==> config.mk <==
export PLATFORM = sky130hd
export DESIGN_NAME = drv_fault_supervisor
export DESIGN_NICKNAME = d
export VERILOG_FILES = /design/src/rtl/drv_fault_pkg.sv /design/src/rtl/drv_chan_filter.sv /design/src/rtl/drv_pair_thermal.sv /design/src/rtl/drv_supply_mon.sv /design/src/rtl/drv_status_pack.sv /design/src/rtl/drv_fault_supervisor.sv
export SDC_FILE = /design/constraint.sdc
export NUM_CORES = 1
export LEC_CHECK = 0
export BUFFER_PORTS_ARGS = -buffer_cell sky130_fd_sc_hd__buf_4
export CORE_MARGIN = 2
export CORE_UTILIZATION = 50
export CTS_CLUSTER_SIZE = 16
export DETAILED_ROUTE_END_ITERATION = 10
export HOLD_SLACK_MARGIN = 0.1
export PLACE_DENSITY_LB_ADDON = 0.3
export SKIP_CTS_REPAIR_TIMING = 1
export SLEW_MARGIN = 40
export SYNTH_ARGS = -nofsm -noshare
export SYNTH_HDL_FRONTEND = slang
export SYNTH_SLANG_ARGS = --single-unit
==> constraint.sdc <==
create_clock -name clk_i -period 4.1 [get_ports clk_i]
set_clock_uncertainty 0.15 [all_clocks]
set_input_delay 0.82 -clock clk_i [delete_from_list [all_inputs] [get_ports clk_i]]
set_output_delay 0.82 -clock clk_i [all_outputs]
set_load 0.005 [all_outputs]
==> src/rtl/drv_fault_pkg.sv <==
package drv_fault_pkg;
  typedef enum logic {KIND_OC = 1'b0, KIND_OL = 1'b1} flt_kind_e;

  localparam int STAT_W   = 16;
  localparam int STAT_TW  = 0;
  localparam int STAT_CH0 = 1;
  localparam int STAT_SUP = 15;
endpackage

==> src/rtl/drv_chan_filter.sv <==
module drv_chan_filter
  import drv_fault_pkg::*;
#(
  parameter int FILT_CYCLES = 100
) (
  input  logic clk_i,
  input  logic rst_ni,
  input  logic en_i,
  input  logic gate_i,
  input  logic demand_i,
  input  logic ol_en_i,
  input  logic sup_ok_i,
  input  logic oc_raw_i,
  input  logic ol_raw_i,
  input  logic frame_i,
  input  logic cmd_on_i,
  output logic oc_latch_o,
  output logic oc_trip_o,
  output logic ol_flag_o
);
  localparam int CW = $clog2(FILT_CYCLES + 1);
  localparam logic [CW-1:0] FILT_MAX = CW'(FILT_CYCLES);

  logic [CW-1:0] cnt_q, cnt_d;
  flt_kind_e     kind_q, kind_d;
  logic          oc_cond, ol_cond, oc_q, oc_d;

  assign oc_cond = gate_i & oc_raw_i;
  assign ol_cond = ~demand_i & ol_en_i & ol_raw_i & sup_ok_i;

  always_comb begin
    kind_d = oc_cond ? KIND_OC : KIND_OL;
    if (!en_i || !(oc_cond || ol_cond))
      cnt_d = '0;
    else if (cnt_q != '0 && kind_q == kind_d)
      cnt_d = (cnt_q == FILT_MAX) ? cnt_q : cnt_q + 1'b1;
    else
      cnt_d = CW'(1);
  end

  assign oc_trip_o = oc_cond & (cnt_d == FILT_MAX);
  assign oc_d      = en_i & (oc_trip_o | (oc_q & ~(frame_i & ~cmd_on_i)));
  assign ol_flag_o = en_i & ol_cond & (cnt_q == FILT_MAX) & (kind_q == KIND_OL);
  assign oc_latch_o = oc_q;

  always_ff @(posedge clk_i or negedge rst_ni) begin
    if (!rst_ni) begin
      cnt_q  <= '0;
      kind_q <= KIND_OC;
      oc_q   <= 1'b0;
    end else begin
      cnt_q  <= cnt_d;
      kind_q <= kind_d;
      oc_q   <= oc_d;
    end
  end

  assert_oc_persist_R1: assert property (@(posedge clk_i) disable iff (!rst_ni)
    $rose(oc_q) |-> ($past(oc_raw_i) && $past(gate_i)));

  assert_oc_hold_R2: assert property (@(posedge clk_i) disable iff (!rst_ni)
    (oc_q && en_i && !(frame_i && !cmd_on_i)) |=> oc_q);

  assert_ol_when_off_R3: assert property (@(posedge clk_i) disable iff (!rst_ni)
    ol_flag_o |-> !gate_i);

  assert_en_clear_R11: assert property (@(posedge clk_i) disable iff (!rst_ni)
    !en_i |=> (!oc_q && cnt_q == '0));
endmodule

==> src/rtl/drv_pair_thermal.sv <==
module drv_pair_thermal (
  input  logic       clk_i,
  input  logic       rst_ni,
  input  logic       en_i,
  input  logic       tsd_raw_i,
  input  logic       frame_i,
  input  logic [1:0] cmd_pair_i,
  output logic       tsd_latch_o,
  output logic       tsd_trip_o
);
  logic tsd_q, release_ok;

  assign release_ok  = frame_i & (cmd_pair_i == 2'b00) & ~tsd_raw_i;
  assign tsd_trip_o  = en_i & tsd_raw_i & ~tsd_q;
  assign tsd_latch_o = tsd_q;

  always_ff @(posedge clk_i or negedge rst_ni) begin
    if (!rst_ni) tsd_q <= 1'b0;
    else         tsd_q <= en_i & (tsd_raw_i | (tsd_q & ~release_ok));
  end

  assert_tsd_hold_R5: assert property (@(posedge clk_i) disable iff (!rst_ni)
    (en_i && tsd_q && (tsd_raw_i || !frame_i || cmd_pair_i != 2'b00)) |=> tsd_q);

  assert_tsd_set_R4: assert property (@(posedge clk_i) disable iff (!rst_ni)
    (en_i && tsd_raw_i) |=> tsd_q);
endmodule

==> src/rtl/drv_supply_mon.sv <==
module drv_supply_mon (
  input  logic clk_i,
  input  logic rst_ni,
  input  logic en_i,
  input  logic uv_i,
  input  logic ov_i,
  input  logic frame_i,
  output logic sup_ok_o,
  output logic sup_latch_o
);
  logic sup_q;

  assign sup_ok_o    = ~uv_i & ~ov_i;
  assign sup_latch_o = sup_q;

  always_ff @(posedge clk_i or negedge rst_ni) begin
    if (!rst_ni) sup_q <= 1'b0;
    else         sup_q <= en_i & (~sup_ok_o | (sup_q & ~frame_i));
  end

  assert_sup_set_R7: assert property (@(posedge clk_i) disable iff (!rst_ni)
    (en_i && (uv_i || ov_i)) |=> sup_q);

  assert_sup_hold_R8: assert property (@(posedge clk_i) disable iff (!rst_ni)
    (en_i && sup_q && !(frame_i && !uv_i && !ov_i)) |=> sup_q);
endmodule

==> src/rtl/drv_status_pack.sv <==
module drv_status_pack
  import drv_fault_pkg::*;
#(
  parameter int NUM_CH = 8,
  parameter int PAR_CH = 4
) (
  input  logic                clk_i,
  input  logic                rst_ni,
  input  logic [NUM_CH/2-1:0] tw_raw_i,
  input  logic [NUM_CH-1:0]   chan_flt_i,
  input  logic [PAR_CH-1:0]   par_in_i,
  input  logic                hard_any_i,
  input  logic                trip_any_i,
  input  logic                sup_latch_i,
  input  logic                cs_fall_i,
  output logic [STAT_W-1:0]   status_o
);
  localparam int PAR_LSB = STAT_CH0 + NUM_CH;

  logic [PAR_CH-1:0] par_frz_q, par_view;
  logic [STAT_W-1:0] live_w, snap_q;

  assign par_view = hard_any_i ? par_frz_q : par_in_i;

  always_comb begin
    live_w                      = '0;
    live_w[STAT_TW]             = |tw_raw_i;
    live_w[STAT_CH0 +: NUM_CH]  = chan_flt_i;
    live_w[PAR_LSB +: PAR_CH]   = par_view;
    live_w[STAT_SUP]            = sup_latch_i;
  end

  always_ff @(posedge clk_i or negedge rst_ni) begin
    if (!rst_ni) begin
      par_frz_q <= '0;
      snap_q    <= '0;
    end else begin
      if (trip_any_i) par_frz_q <= par_in_i;
      if (cs_fall_i)  snap_q    <= live_w;
    end
  end

  assign status_o = snap_q;

  assert_par_freeze_R10: assert property (@(posedge clk_i) disable iff (!rst_ni)
    !trip_any_i |=> $stable(par_frz_q));

  assert_snap_stable_R12: assert property (@(posedge clk_i) disable iff (!rst_ni)
    !cs_fall_i |=> $stable(status_o));
endmodule

==> src/rtl/drv_fault_supervisor.sv <==
module drv_fault_supervisor
  import drv_fault_pkg::*;
#(
  parameter int NUM_CH      = 8,
  parameter int PAR_CH      = 4,
  parameter int PAR_BASE    = 4,
  parameter int FILT_CYCLES = 100
) (
  input  logic                clk_i,
  input  logic                rst_ni,
  input  logic                glob_en_i,
  input  logic                frame_ok_i,
  input  logic                cs_fall_i,
  input  logic [NUM_CH-1:0]   cmd_on_i,
  input  logic [NUM_CH-1:0]   ol_en_i,
  input  logic [PAR_CH-1:0]   par_in_i,
  input  logic [NUM_CH-1:0]   oc_raw_i,
  input  logic [NUM_CH-1:0]   ol_raw_i,
  input  logic [NUM_CH/2-1:0] tw_raw_i,
  input  logic [NUM_CH/2-1:0] tsd_raw_i,
  input  logic                uv_i,
  input  logic                ov_i,
  output logic [NUM_CH-1:0]   gate_o,
  output logic [STAT_W-1:0]   status_o
);
  localparam int NUM_PAIR = NUM_CH / 2;

  logic [NUM_CH-1:0]   demand, oc_latch, oc_trip, ol_flag, chan_flt;
  logic [NUM_PAIR-1:0] tsd_latch, tsd_trip;
  logic                sup_ok, sup_latch;

  drv_supply_mon u_sup (
    .clk_i       (clk_i),
    .rst_ni      (rst_ni),
    .en_i        (glob_en_i),
    .uv_i        (uv_i),
    .ov_i        (ov_i),
    .frame_i     (frame_ok_i),
    .sup_ok_o    (sup_ok),
    .sup_latch_o (sup_latch)
  );

  for (genvar p = 0; p < NUM_PAIR; p++) begin : g_pair
    drv_pair_thermal u_thm (
      .clk_i       (clk_i),
      .rst_ni      (rst_ni),
      .en_i        (glob_en_i),
      .tsd_raw_i   (tsd_raw_i[p]),
      .frame_i     (frame_ok_i),
      .cmd_pair_i  (cmd_on_i[2*p +: 2]),
      .tsd_latch_o (tsd_latch[p]),
      .tsd_trip_o  (tsd_trip[p])
    );
  end

  for (genvar c = 0; c < NUM_CH; c++) begin : g_ch
    if (c >= PAR_BASE && c < PAR_BASE + PAR_CH) begin : g_par
      assign demand[c] = cmd_on_i[c] | par_in_i[c-PAR_BASE];
    end else begin : g_ser
      assign demand[c] = cmd_on_i[c];
    end

    assign gate_o[c] = glob_en_i & sup_ok & demand[c] & ~oc_latch[c] & ~tsd_latch[c/2];
    assign chan_flt[c] = oc_latch[c] | ol_flag[c] | tsd_latch[c/2];

    drv_chan_filter #(.FILT_CYCLES(FILT_CYCLES)) u_flt (
      .clk_i      (clk_i),
      .rst_ni     (rst_ni),
      .en_i       (glob_en_i),
      .gate_i     (gate_o[c]),
      .demand_i   (demand[c]),
      .ol_en_i    (ol_en_i[c]),
      .sup_ok_i   (sup_ok),
      .oc_raw_i   (oc_raw_i[c]),
      .ol_raw_i   (ol_raw_i[c]),
      .frame_i    (frame_ok_i),
      .cmd_on_i   (cmd_on_i[c]),
      .oc_latch_o (oc_latch[c]),
      .oc_trip_o  (oc_trip[c]),
      .ol_flag_o  (ol_flag[c])
    );

    assert_pair_off_R4: assert property (@(posedge clk_i) disable iff (!rst_ni)
      tsd_latch[c/2] |-> !gate_o[c]);
  end

  drv_status_pack #(.NUM_CH(NUM_CH), .PAR_CH(PAR_CH)) u_stat (
    .clk_i       (clk_i),
    .rst_ni      (rst_ni),
    .tw_raw_i    (tw_raw_i),
    .chan_flt_i  (chan_flt),
    .par_in_i    (par_in_i),
    .hard_any_i  ((|oc_latch) | (|tsd_latch)),
    .trip_any_i  ((|oc_trip) | (|tsd_trip)),
    .sup_latch_i (sup_latch),
    .cs_fall_i   (cs_fall_i),
    .status_o    (status_o)
  );

  assert_supply_off_R7: assert property (@(posedge clk_i) disable iff (!rst_ni)
    (uv_i || ov_i) |-> (gate_o == '0));

  assert_en_off_R11: assert property (@(posedge clk_i) disable iff (!rst_ni)
    !glob_en_i |-> (gate_o == '0));
endmodule

# Word level (Yosys, flattened, before mapping)
# Cells that the tools add are included.
# classes
n_reduce_logical	50
bitwise_logic	219
mux	33
eq_ne	24
addsub	8
# op_table
operator	count
7-bit two-way mux	24
1-bit AND	140
7-bit equality test, second input constant	16
7-bit by 1-bit adder with 7-bit output, second input constant	8
7-bit nonzero test	8
1-bit NOT	44
1-bit bitwise OR	35
1-bit logical OR	16
8-bit OR reduction	2
4-bit OR reduction	3
1-bit logical NOT	9
1-bit equality test	8
1-bit logical AND	8
2-bit logical NOT	4
1-bit two-way mux	8
4-bit two-way mux	1
# totals
regBits	95
in_bits	51
wordCells	365

# Longest topological paths before layout
# Gate-level depths: netlist of run 1.
# logic_depth
depth_word	16
mapped_depth	11
mapped_depth_nobuf	10

# Modules after synthesis
# From an unflattened synthesis of run 1, not the netlist that was laid out.
# unflattened
cells_unflattened	612
hier_area_um2	5794.3
# by_module_without_submodules
module	n_inst	seq_area_each_um2	area_each_um2	cells_each
drv_chan_filter at g_ch[0].u_flt ...	7	225.2	574.3	64
drv_status_pack	1	450.4	737.0	52
drv_chan_filter at g_ch[7].u_flt	1	225.2	570.5	55
drv_pair_thermal	4	25.0	56.3	6
drv_fault_supervisor	1	0.0	198.9	29
drv_supply_mon	1	25.0	42.5	4

# Worst setup path before layout of run 1
# No wires, ideal clock.
# synth_path
path_kind	input port to flip-flop
from	input port ov_i
to	register u_stat.par_frz_q[0]
arrival_time_ns	2.728
setup_time_ns	0.125
required_ns	3.825
path_stages	8
setup_slack_ns	1.097
n_path_buf	1
cell_sequence	or3b_4 > buf_6 > or3_1 > a21oi_2 > nand4b_1 > o41ai_1 > and4bb_4 > mux2_4
# synth_via
elab_chain_cells	16
word_cells_on_any_way	125
classes_between	eq/ne (16); mux (24); bitwise (52); reduce/logical (33)
# synth_rtl
item	line	rtl
start: declaration	drv_fault_supervisor.sv:22	input logic ov_i,
1-bit NOT *	drv_supply_mon.sv:13	assign sup_ok_o = ~uv_i & ~ov_i;
1-bit AND *	drv_supply_mon.sv:13	
1-bit AND (4 in series)	drv_fault_supervisor.sv:63	assign gate_o[c] = glob_en_i & sup_ok & demand[c] & ~oc_latch[c] & ~tsd_latch[c/2];
1-bit AND	drv_chan_filter.sv:28	assign oc_cond = gate_i & oc_raw_i;
1-bit two-way mux	drv_chan_filter.sv:32	kind_d = oc_cond ? KIND_OC : KIND_OL;
1-bit equality test	drv_chan_filter.sv:35	else if (cnt_q != '0 && kind_q == kind_d)
1-bit logical AND	drv_chan_filter.sv:35	
7-bit two-way mux	drv_chan_filter.sv:35	
7-bit two-way mux *	drv_chan_filter.sv:33	if (!en_i || !(oc_cond || ol_cond))
named net g_ch[0].u_flt.cnt_d[0]	drv_chan_filter.sv:24	logic [CW-1:0] cnt_q, cnt_d;
7-bit equality test *	drv_chan_filter.sv:41	assign oc_trip_o = oc_cond & (cnt_d == FILT_MAX);
1-bit AND *	drv_chan_filter.sv:41	
8-bit OR reduction *	drv_fault_supervisor.sv:94	.trip_any_i ((|oc_trip) | (|tsd_trip)),
1-bit bitwise OR *	drv_fault_supervisor.sv:94	
end signal: assignment	drv_status_pack.sv:38	if (trip_any_i) par_frz_q <= par_in_i;
end: declaration	drv_status_pack.sv:20	logic [PAR_CH-1:0] par_frz_q, par_view;
# Mark *: on every way through the listed nets, which the timed path passes. The rest lies on a longest branch.
# A chain may end at the register's enable or synchronous reset.

# Worst setup path in the final report of run 1
# layout_path
from	input port ov_i
to	register u_stat.par_frz_q[2]
# layout_via
elab_chain_cells	16
word_cells_on_any_way	125
classes_between	eq/ne (16); mux (24); bitwise (52); reduce/logical (33)
# layout_rtl
item	line	rtl
1-bit NOT	drv_supply_mon.sv:13	
1-bit AND	drv_supply_mon.sv:13	
1-bit AND (4 in series)	drv_fault_supervisor.sv:63	
1-bit AND	drv_chan_filter.sv:28	
1-bit two-way mux	drv_chan_filter.sv:32	
named net g_ch[2].u_flt.kind_d	drv_chan_filter.sv:25	flt_kind_e kind_q, kind_d;
1-bit equality test	drv_chan_filter.sv:35	
1-bit logical AND	drv_chan_filter.sv:35	
7-bit two-way mux	drv_chan_filter.sv:35	
7-bit two-way mux	drv_chan_filter.sv:33	
7-bit equality test	drv_chan_filter.sv:41	
1-bit AND	drv_chan_filter.sv:41	
8-bit OR reduction	drv_fault_supervisor.sv:94	
1-bit bitwise OR	drv_fault_supervisor.sv:94	
# The timed path passes the listed nets, and every way through them passes these cells.

==> impl_metrics.tcl, run 1 <==
set metrics [dict create \
    status "completed" \
    nets 783 \
    cts_root_buf "clkbuf_16" \
    period_needed_ps 3210 \
    fp.dieW_um 112 \
    grt_max_degree 55 \
    grt_pass1_vias 5097 \
    ant_nets 0 \
    numCtsBuffers 9 \
    maxSlewViolCount 0 \
    wire_per_inst_um 17.2 \
    hp-class "reg2reg" \
    top_level_ports 75 \
    worst_ep_arrival_time_ps 3300 \
    async_flop_share_pct 100 \
    syn_to_final_growth_pct 14.6 \
    fin_area_um2 6750 \
    max-vdd-ir-drop_v 0.000268 \
    synthCells 661 \
    grt_setup_unrepaired "false" \
    hpwl_mm 11.4 \
    core_area_um2 11500 \
    fin_crit_sh_pct 78.3 \
    synth-seq-cells 95 \
    antenna_found_initial 0 \
    cts_max_level 3 \
    synth_area_um2 5880 \
    drt_iter0_drc 306 \
    fin_util_pct 58.8 \
    numPortBuffers 72 \
    clk_latency_ps 350 \
    synthFlopType "dfrtp_1" \
    finalWeightedCongestion 0.908 \
    synth_top_cell_area_share_pct 40.4 \
    ys_types 72 \
    dpl_cell_area_um2 6460 \
    clock_sinks 95 \
    max_cap_violations 0 \
    grt_overflow 0 \
    yosysTopAreaCell "dfrtp_1" \
    drc 0 \
    ys_seq_area_share_pct 40.4 \
    drive_above_1_share_pct 17.2 \
    die-area_um2 12700 \
    grt_pass1_wl_mm 24.9 \
    num_rows 39 \
    max_freq_mhz 311 \
    crit_path_max_fanout 6 \
    clockBufferDepth 2 \
    crit_type "in2reg" \
    r2r-start "g_ch[2].u_flt.cnt_q[0]$_DFF_PN0_" \
    worst_pin_slew_ps 707 \
    tns_ps 0 \
    first_pass_iters 5 \
    rr_endpoint "u_stat.par_frz_q[2]$_DFFE_PN0P_" \
    worst_setup_path_start_kind "primary input" \
    mostFrequentLayoutCell "dfrtp_1" \
    clkTransAtPathRegs_ps 70 \
    yosysWarnings 0 \
    grt.total_usage_pct 24.5 \
    slew_headroom_pct 52.9 \
    cp-end-kind "flip-flop" \
    syn-mean-instance-area_um2 8.90 \
    r2r_slack_ps 950 \
    wl_mm 14.8 \
    layout_common_cells "95 x dfrtp_1, 90 x nor2_1, 77 x buf_4" \
    power_leakage_nw 2.81 \
    crit_path_end "u_stat.par_frz_q[2]$_DFFE_PN0P_" \
    n_antenna_cell 0 \
    finalHoldViolCount 0 \
    worstSetupStartpoint "ov_i" \
    ff2ff_path_depth 10 \
    die_h_um 112 \
    cts_tree "done" \
    powerDensity_nw_per_um2 296 \
    start_util_pct 51.3 \
    via_per_inst 5.92 \
    cp.required_ps 4190 \
    vias 5116 \
    setup-violations-final 0 \
    synth_area_leaders "dfrtp_1 40%, nor2_1 5.7%, xnor2_1 3.9%" \
    synth_edf_count 0 \
]
## area by class of cell
cell class | count | area, um2
Timing Repair Buffer | 77 | 578
Fill cell | 987 | 4720
Clock inverter | 6 | 45.0
Multi-Input combinational cell | 502 | 3210
Clock buffer | 10 | 239
Tap cell | 143 | 179
Sequential cell | 95 | 2380
Inverter | 31 | 116
## Yosys cell counts, drive strengths merged, types with 6 or more instances
cell,n
mux2i,11
a21oi,27
o22ai,7
dfrtp,95
nand2,50
and4,6
xor2,18
clkbuf,17
o21ai,21
nor4,13
nand2b,10
buf,17
nand3,34
nor3b,9
or2,8
ha,16
nor2,90
a31oi,10
and3,12
a21boi,13
and2,7
nand4b,8
nand4,13
mux2,7
inv,31
nor3,25
xnor2,26
## registers in the layout, indices dropped and copies added (netlist names)
signal,flops
g_ch.u_flt.oc_latch_o,8
g_pair.u_thm.tsd_latch_o,4
u_stat.par_frz_q,4
u_stat.status_o,14
u_sup.sup_latch_o,1
g_ch.u_flt.cnt_q,56
g_ch.u_flt.kind_q,8
## worst min path at each step
stage	slack, ps	from	endpoint	cells after the start
6_report	340	u_stat.status_o[5]$_DFFE_PN0P_	u_stat.status_o[5]$_DFFE_PN0P_	1
5_1_grt	370	u_stat.status_o[5]$_DFFE_PN0P_	u_stat.status_o[5]$_DFFE_PN0P_	1
4_1_cts	350	u_stat.status_o[6]$_DFFE_PN0P_	u_stat.status_o[6]$_DFFE_PN0P_	1
3_5_place_dp	330	u_stat.status_o[6]$_DFFE_PN0P_	u_stat.status_o[6]$_DFFE_PN0P_	1
3_3_place_gp	320	u_stat.status_o[6]$_DFFE_PN0P_	u_stat.status_o[6]$_DFFE_PN0P_	1
2_1_floorplan	320	u_sup.sup_latch_o$_DFF_PN0_	u_stat.status_o[15]$_DFFE_PN0P_	1
## report_power, final
group | internal (W) | switching, W | total [W] | leakage, nW
Clock | 0.000429 | 0.000368 | 0.000798 | 0.131
Combinational | 0.000102 | 0.000109 | 0.000211 | 1.44
Sequential | 0.000965 | 0.0000232 | 0.000988 | 1.23
## metrics by stage
stage / power, W / setup WS, ps / hold WS, ps / cells
6_report: 0.00200 / 889 / 343 / 864
2_1_floorplan: 0.00109 / 1100 / 321 / 662
3_5_place_dp: 0.00122 / 582 / 330 / 848
4_1_cts: 0.00202 / 960 / 348 / 864
5_1_grt: 0.00208 / 750 / 368 / 864
3_3_place_gp: 0.00121 / 652 / 321 / 848
## critical path, stage by stage
cell and delay, ps:
buf_4 130, nor3b_2 430, nand4_1 270, nor2_1 150
o21ai_1 150, nand2b_1 230, o41ai_1 480, and4bb_4 330
mux2_4 300
## kinds of logic (layout without fill, tap and decap cells)
kind of cell             Yosys count  after routing  synth area share, %
AO/OA/AOI/OAI                    116            116                 13.4
XOR/XNOR                          44             44                 6.55
adder cells (fa/ha/maj)           16             16                 3.40
buffers and inverters             65            124                 5.10
flip-flops                        95             95                 40.4
multiplexers                      18             18                 3.47
other                              1              2               0.0637
AND/OR/NAND/NOR                  306            306                 27.7
## layer usage
layer / vias to the layer above / global-route usage, % / wire length, um
met4: 0 / 7.15 / 277
met5: - / 0 / 0
met3: 25 / 5.89 / 851
met1: 2478 / 31.4 / 6370
met2: 161 / 41.4 / 7340
li1: 2452 / - / -
(Power assumes the default switching activity.)
==> inputs of run 2 (changes only) <==
clock period = 3.2 ns   (was 4.1 ns; I/O delays follow)
==> run 2 against run 1 <==
Die area unchanged. Register-to-register slack worse by 800 ps. Power is 31% higher. Via count increased by 1.1%. Global-route usage down 0.21 points. First-iteration DRC count increased by 42%. Non-clock buffer count grew 10. Clock power up 34%.
==> impl_metrics.tcl, run 2 (synthesis gave the netlist of run 1 again) <==
set metrics [dict create \
    vias 5172 \
    via_per_inst 5.93 \
    tns_ps 0 \
    syn_to_final_growth_pct 16.3 \
    layout_common_cells "93 x dfrtp_1, 90 x nor2_1, 85 x buf_4" \
    top_level_ports 75 \
    start_util_pct 51.3 \
    maxSlewViolCount 0 \
    cts_tree "done" \
    fp.dieW_um 112 \
    mostFrequentLayoutCell "dfrtp_1" \
    clockBufferDepth 2 \
    top_register "g_ch.u_flt.cnt_q" \
    status "completed" \
    hp-class "in2async" \
    finalWeightedCongestion 0.935 \
    grt_pass1_wl_mm 24.8 \
    clock_sinks 95 \
    ant_nets 0 \
    antenna_found_initial 0 \
    cp-end-kind "flip-flop" \
    dpl_cell_area_um2 6550 \
    fin_area_um2 6840 \
    drive_above_1_share_pct 18.1 \
    numCtsBuffers 9 \
    num_rows 39 \
    cp_top_family "simple AND/OR/NAND/NOR gates" \
    crit_path_top_delay_cell "dfrtp_1" \
    drc 0 \
    first_pass_iters 7 \
    max_cap_violations 0 \
    drt_iter0_drc 436 \
    cts_max_level 3 \
    max_freq_mhz 327 \
    worstSetupStartpoint "g_ch[6].u_flt.cnt_q[1]$_DFF_PN0_" \
    numPortBuffers 72 \
    fin_util_pct 59.7 \
    die_h_um 112 \
    rr_endpoint "u_stat.par_frz_q[2]$_DFFE_PN0P_" \
    clk_latency_ps 350 \
    wl_mm 14.8 \
    grt_overflow 0 \
    cp.required_ps 3280 \
    die-area_um2 12700 \
    crit_type "reg2reg" \
    worst_setup_path_start_kind "flip-flop" \
    largest_register_ffs 56 \
    grt_setup_unrepaired "false" \
    path_buf_inv 1 \
    setup-violations-final 0 \
    powerDensity_nw_per_um2 382 \
    n_antenna_cell 0 \
    grt_pass1_vias 5064 \
    core_area_um2 11500 \
    hpwl_mm 11.1 \
    worst_hold_slack_ps 116 \
    worst_pin_slew_ps 585 \
    cts_root_buf "clkbuf_16" \
    slew_headroom_pct 61.0 \
    crit_path_max_fanout 5 \
    r2r-start "g_ch[6].u_flt.cnt_q[1]$_DFF_PN0_" \
    wire_per_inst_um 17.0 \
    fin_crit_sh_pct 95.5 \
    grt_max_degree 64 \
    grt.total_usage_pct 24.3 \
    ff2ff_path_depth 10 \
    r2r_slack_ps 150 \
    crit_chain "inv_1 -> ha_1 -> or3b_4 -> a222oi_1 -> a22oi_1 -> a21o_1 -> nand3_1 -> nand4_1 -> and4bb_4 -> mux2_4" \
    nets 793 \
    max-vdd-ir-drop_v 0.000236 \
    total_power_w 0.00261 \
    cpPeakStageDelay_ps 430 \
    worst_ep_arrival_time_ps 3140 \
    clkTransAtPathRegs_ps 60 \
    power_leakage_nw 2.86 \
    period_needed_ps 3050 \
    finalHoldViolCount 0 \
]
run 2: changes by cell type in the layout (fill, tap and decap cells not counted), moves of 2 or more:
| cell | delta |
|---|---|
| clkbuf_1 | +3 |
| clkinvlp_4 | -3 |
| dfrtp_2 | +2 |
| buf_4 | +8 |
| dfrtp_1 | -2 |
run 2: how the worst max path moves through the flow:
stage,to,slack [ps],depth (start not counted)
after floorplan,u_stat.par_frz_q[0]$_DFFE_PN0P_,380,8
after global placement,u_stat.par_frz_q[3]$_DFFE_PN0P_,150,10
after detailed placement,u_stat.par_frz_q[3]$_DFFE_PN0P_,80,10
after CTS,u_stat.par_frz_q[2]$_DFFE_PN0P_,190,10
after global routing,u_stat.par_frz_q[2]$_DFFE_PN0P_,40,10
final,u_stat.par_frz_q[2]$_DFFE_PN0P_,150,10
run 2: layer usage:
metal,global-route usage (%),part of all wire [%],vias to the layer above
met2,38.8,48,166
met4,10.3,2.6,0
li1,-,-,2477
met1,32.5,44,2499
met5,0,0,-
met3,4.59,5.5,30
run 2: area by class of cell:
| type | count | area [um2] |
|---|---|---|
| clock buffer | 13 | 250 |
| multi-input combinational | 502 | 3220 |
| inverter | 31 | 116 |
| sequential | 95 | 2380 |
| tap | 143 | 179 |
| timing repair buffer | 87 | 669 |
| clock inverter | 1 | 30.0 |
| fill | 988 | 4630 |
run 2: where the power goes:
group | switching, W | total, W | internal, W
registers | 0.0000305 | 0.00127 | 0.00124
logic | 0.000140 | 0.000274 | 0.000133
clock network | 0.000449 | 0.00107 | 0.000620
run 2: stage by stage:
step	instances	setup slack, ps
6_report	872	145
5_1_grt	872	43.9
4_1_cts	872	189
3_5_place_dp	858	75.9
3_3_place_gp	858	147
2_1_floorplan	662	377
run 2: worst reg2reg max path: cells and delay by family (launching register included):
kind,cells,cell delay [ps]
simple gates,4,980
mux,1,320
buf+inv,1,120
compound gates,3,760
fa+ha+maj,1,180
flops,1,430
==> inputs of run 3 (changes only) <==
CORE_ASPECT_RATIO = 0.7   (was default)
==> run 3 against run 2 <==
First-iteration DRC count down 22%. Combinational power about the same. Non-clock buffer count up 1. Count of clock-buffer cells in the layout down 1. Cell count up 1.9%. Global-route usage down 0.18 points. Maximum frequency up 1.7%. Wire length down 0.99%. Register-to-register slack better by 50 ps. Critical endpoint is now u_stat.par_frz_q[3]$_DFFE_PN0P_. Largest power group unchanged.
==> impl_metrics.tcl, run 3 (synthesis gave the netlist of run 1 again) <==
set metrics [dict create \
    status "completed" \
    layout_common_cells "94 x dfrtp_1, 90 x nor2_1, 86 x buf_4" \
    worst_ep_arrival_time_ps 3090 \
    ff2ff_path_depth 10 \
    hp-class "in2async" \
    period_needed_ps 3000 \
    setup-violations-final 0 \
    worstSetupStartpoint "g_ch[6].u_flt.cnt_q[0]$_DFF_PN0_" \
    crit_type "reg2reg" \
    finalHoldViolCount 0 \
    dp_cells 873 \
    power_leakage_nw 2.89 \
    cp-end-kind "flip-flop" \
    clk_latency_ps 350 \
    slew_headroom_pct 61.7 \
    clock_sinks 95 \
    grt_pass1_vias 4800 \
    grt_max_degree 62 \
    num_rows 33 \
    drive_above_1_share_pct 18.7 \
    finalWeightedCongestion 0.924 \
    nets 794 \
    first_pass_iters 5 \
    largest_register_ffs 56 \
    fillCellCount 1033 \
    die_h_um 94.8 \
    clockBufferDepth 2 \
    max_freq_mhz 333 \
    via_per_inst 5.82 \
    r2r_slack_ps 200 \
    drc 0 \
    layout.cells.non_filler 889 \
    ant_nets 0 \
    wl_mm 14.6 \
    grt.total_usage_pct 24.1 \
    max-vdd-ir-drop_v 0.000293 \
    worst_setup_path_start_kind "flip-flop" \
    r2r-start "g_ch[6].u_flt.cnt_q[0]$_DFF_PN0_" \
    start_util_pct 50.7 \
    hpwl_mm 11.1 \
    top_register "g_ch.u_flt.cnt_q" \
    tns_ps 0 \
    cts_max_level 3 \
    clkTransAtPathRegs_ps 70 \
    rr_endpoint "u_stat.par_frz_q[3]$_DFFE_PN0P_" \
    grt_pass1_wl_mm 24.1 \
    core_area_um2 11600 \
    multiInputGateArea_um2 3220 \
    post-place-ws_ps 67.0 \
    setup_ws_ps 195 \
    top_level_ports 75 \
    worst_pin_slew_ps 574 \
    numCtsBuffers 9 \
    fin_crit_sh_pct 93.9 \
    syn_to_final_growth_pct 17.3 \
    n_antenna_cell 0 \
    cp.required_ps 3280 \
    fp.dieW_um 134 \
    vias 5172 \
    cts_root_buf "clkbuf_16" \
    powerDensity_nw_per_um2 389 \
    grt_overflow 0 \
    numPortBuffers 72 \
    drt_iter0_drc 341 \
    maxSlewViolCount 0 \
    crit_path_end "u_stat.par_frz_q[3]$_DFFE_PN0P_" \
    antenna_found_initial 0 \
    grt_setup_unrepaired "false" \
    wire_per_inst_um 16.5 \
    max_cap_violations 0 \
    crit_path_max_fanout 8 \
    die-area_um2 12700 \
    cts_tree "done" \
    seq_area_um2 2380 \
    fin_util_pct 59.5 \
    mostFrequentLayoutCell "dfrtp_1" \
]
[run 3: cell count changes in the layout (fill, tap and decap cells not counted)]
| cell | before | now |
|---|---|---|
| clkbuf_1 | 3 | 0 |
| clkbuf_8 | 1 | 3 |
| clkinv_4 | 0 | 2 |
| buf_4 | 85 | 86 |
| clkinv_2 | 0 | 1 |
| dfrtp_1 | 93 | 94 |
| dfrtp_2 | 2 | 1 |
[run 3: cell type report]
class / instances / share of cell area, %
Multi-Input combinational cell: 502 / 46.6
Timing Repair Buffer: 88 / 9.80
Sequential cell: 95 / 34.5
Tap cell: 157 / 2.85
Clock buffer: 12 / 3.86
Clock inverter: 4 / 0.761
Inverter: 31 / 1.69
[run 3: metrics by stage]
| stage | power (W) | hold slack, ps | instance area (um2) |
|---|---|---|---|
| after floorplan | 0.00140 | 194 | 5890 |
| after global placement | 0.00156 | 317 | 6570 |
| after detailed placement | 0.00156 | 318 | 6570 |
| after CTS | 0.00270 | 257 | 6890 |
| after global routing | 0.00279 | 149 | 6900 |
| final | 0.00268 | 118 | 6900 |
[run 3: where the power goes]
group	leakage (nW)	switching [W]	internal [W]	total [W]
clock	0.159	0.000471	0.000671	0.00114
combinational	1.50	0.000140	0.000134	0.000274
sequential	1.23	0.0000298	0.00124	0.00127
[run 3: metal layers]
layer | vias to the layer above | GRT usage (%) | wire length (um)
li1 | 2488 | - | -
met2 | 181 | 36.8 | 6490
met1 | 2478 | 34.2 | 6940
met3 | 25 | 4.72 | 899
met4 | 0 | 8.78 | 324
met5 | - | 0 | 0
[run 3: worst max-delay path, stage by stage, from the launching register on]
cell	delay [ps]
dfrtp_1	450
inv_1	90
ha_1	150
or3b_4	390
a222oi_1	390
a22oi_1	170
a21o_1	180
nand3_1	120
nand4_1	120
and4bb_4	380
mux2_4	310
[run 3: worst min path at each step]
stage,endpoint,cells after the start
after floorplan,g_ch[0].u_flt.cnt_q[0]$_DFF_PN0_,0
after global placement,u_stat.status_o[6]$_DFFE_PN0P_,1
after detailed placement,u_stat.status_o[6]$_DFFE_PN0P_,1
after CTS,g_ch[3].u_flt.cnt_q[3]$_DFF_PN0_,1
after global routing,g_ch[6].u_flt.cnt_q[4]$_DFF_PN0_,1
final,g_ch[1].u_flt.cnt_q[1]$_DFF_PN0_,1
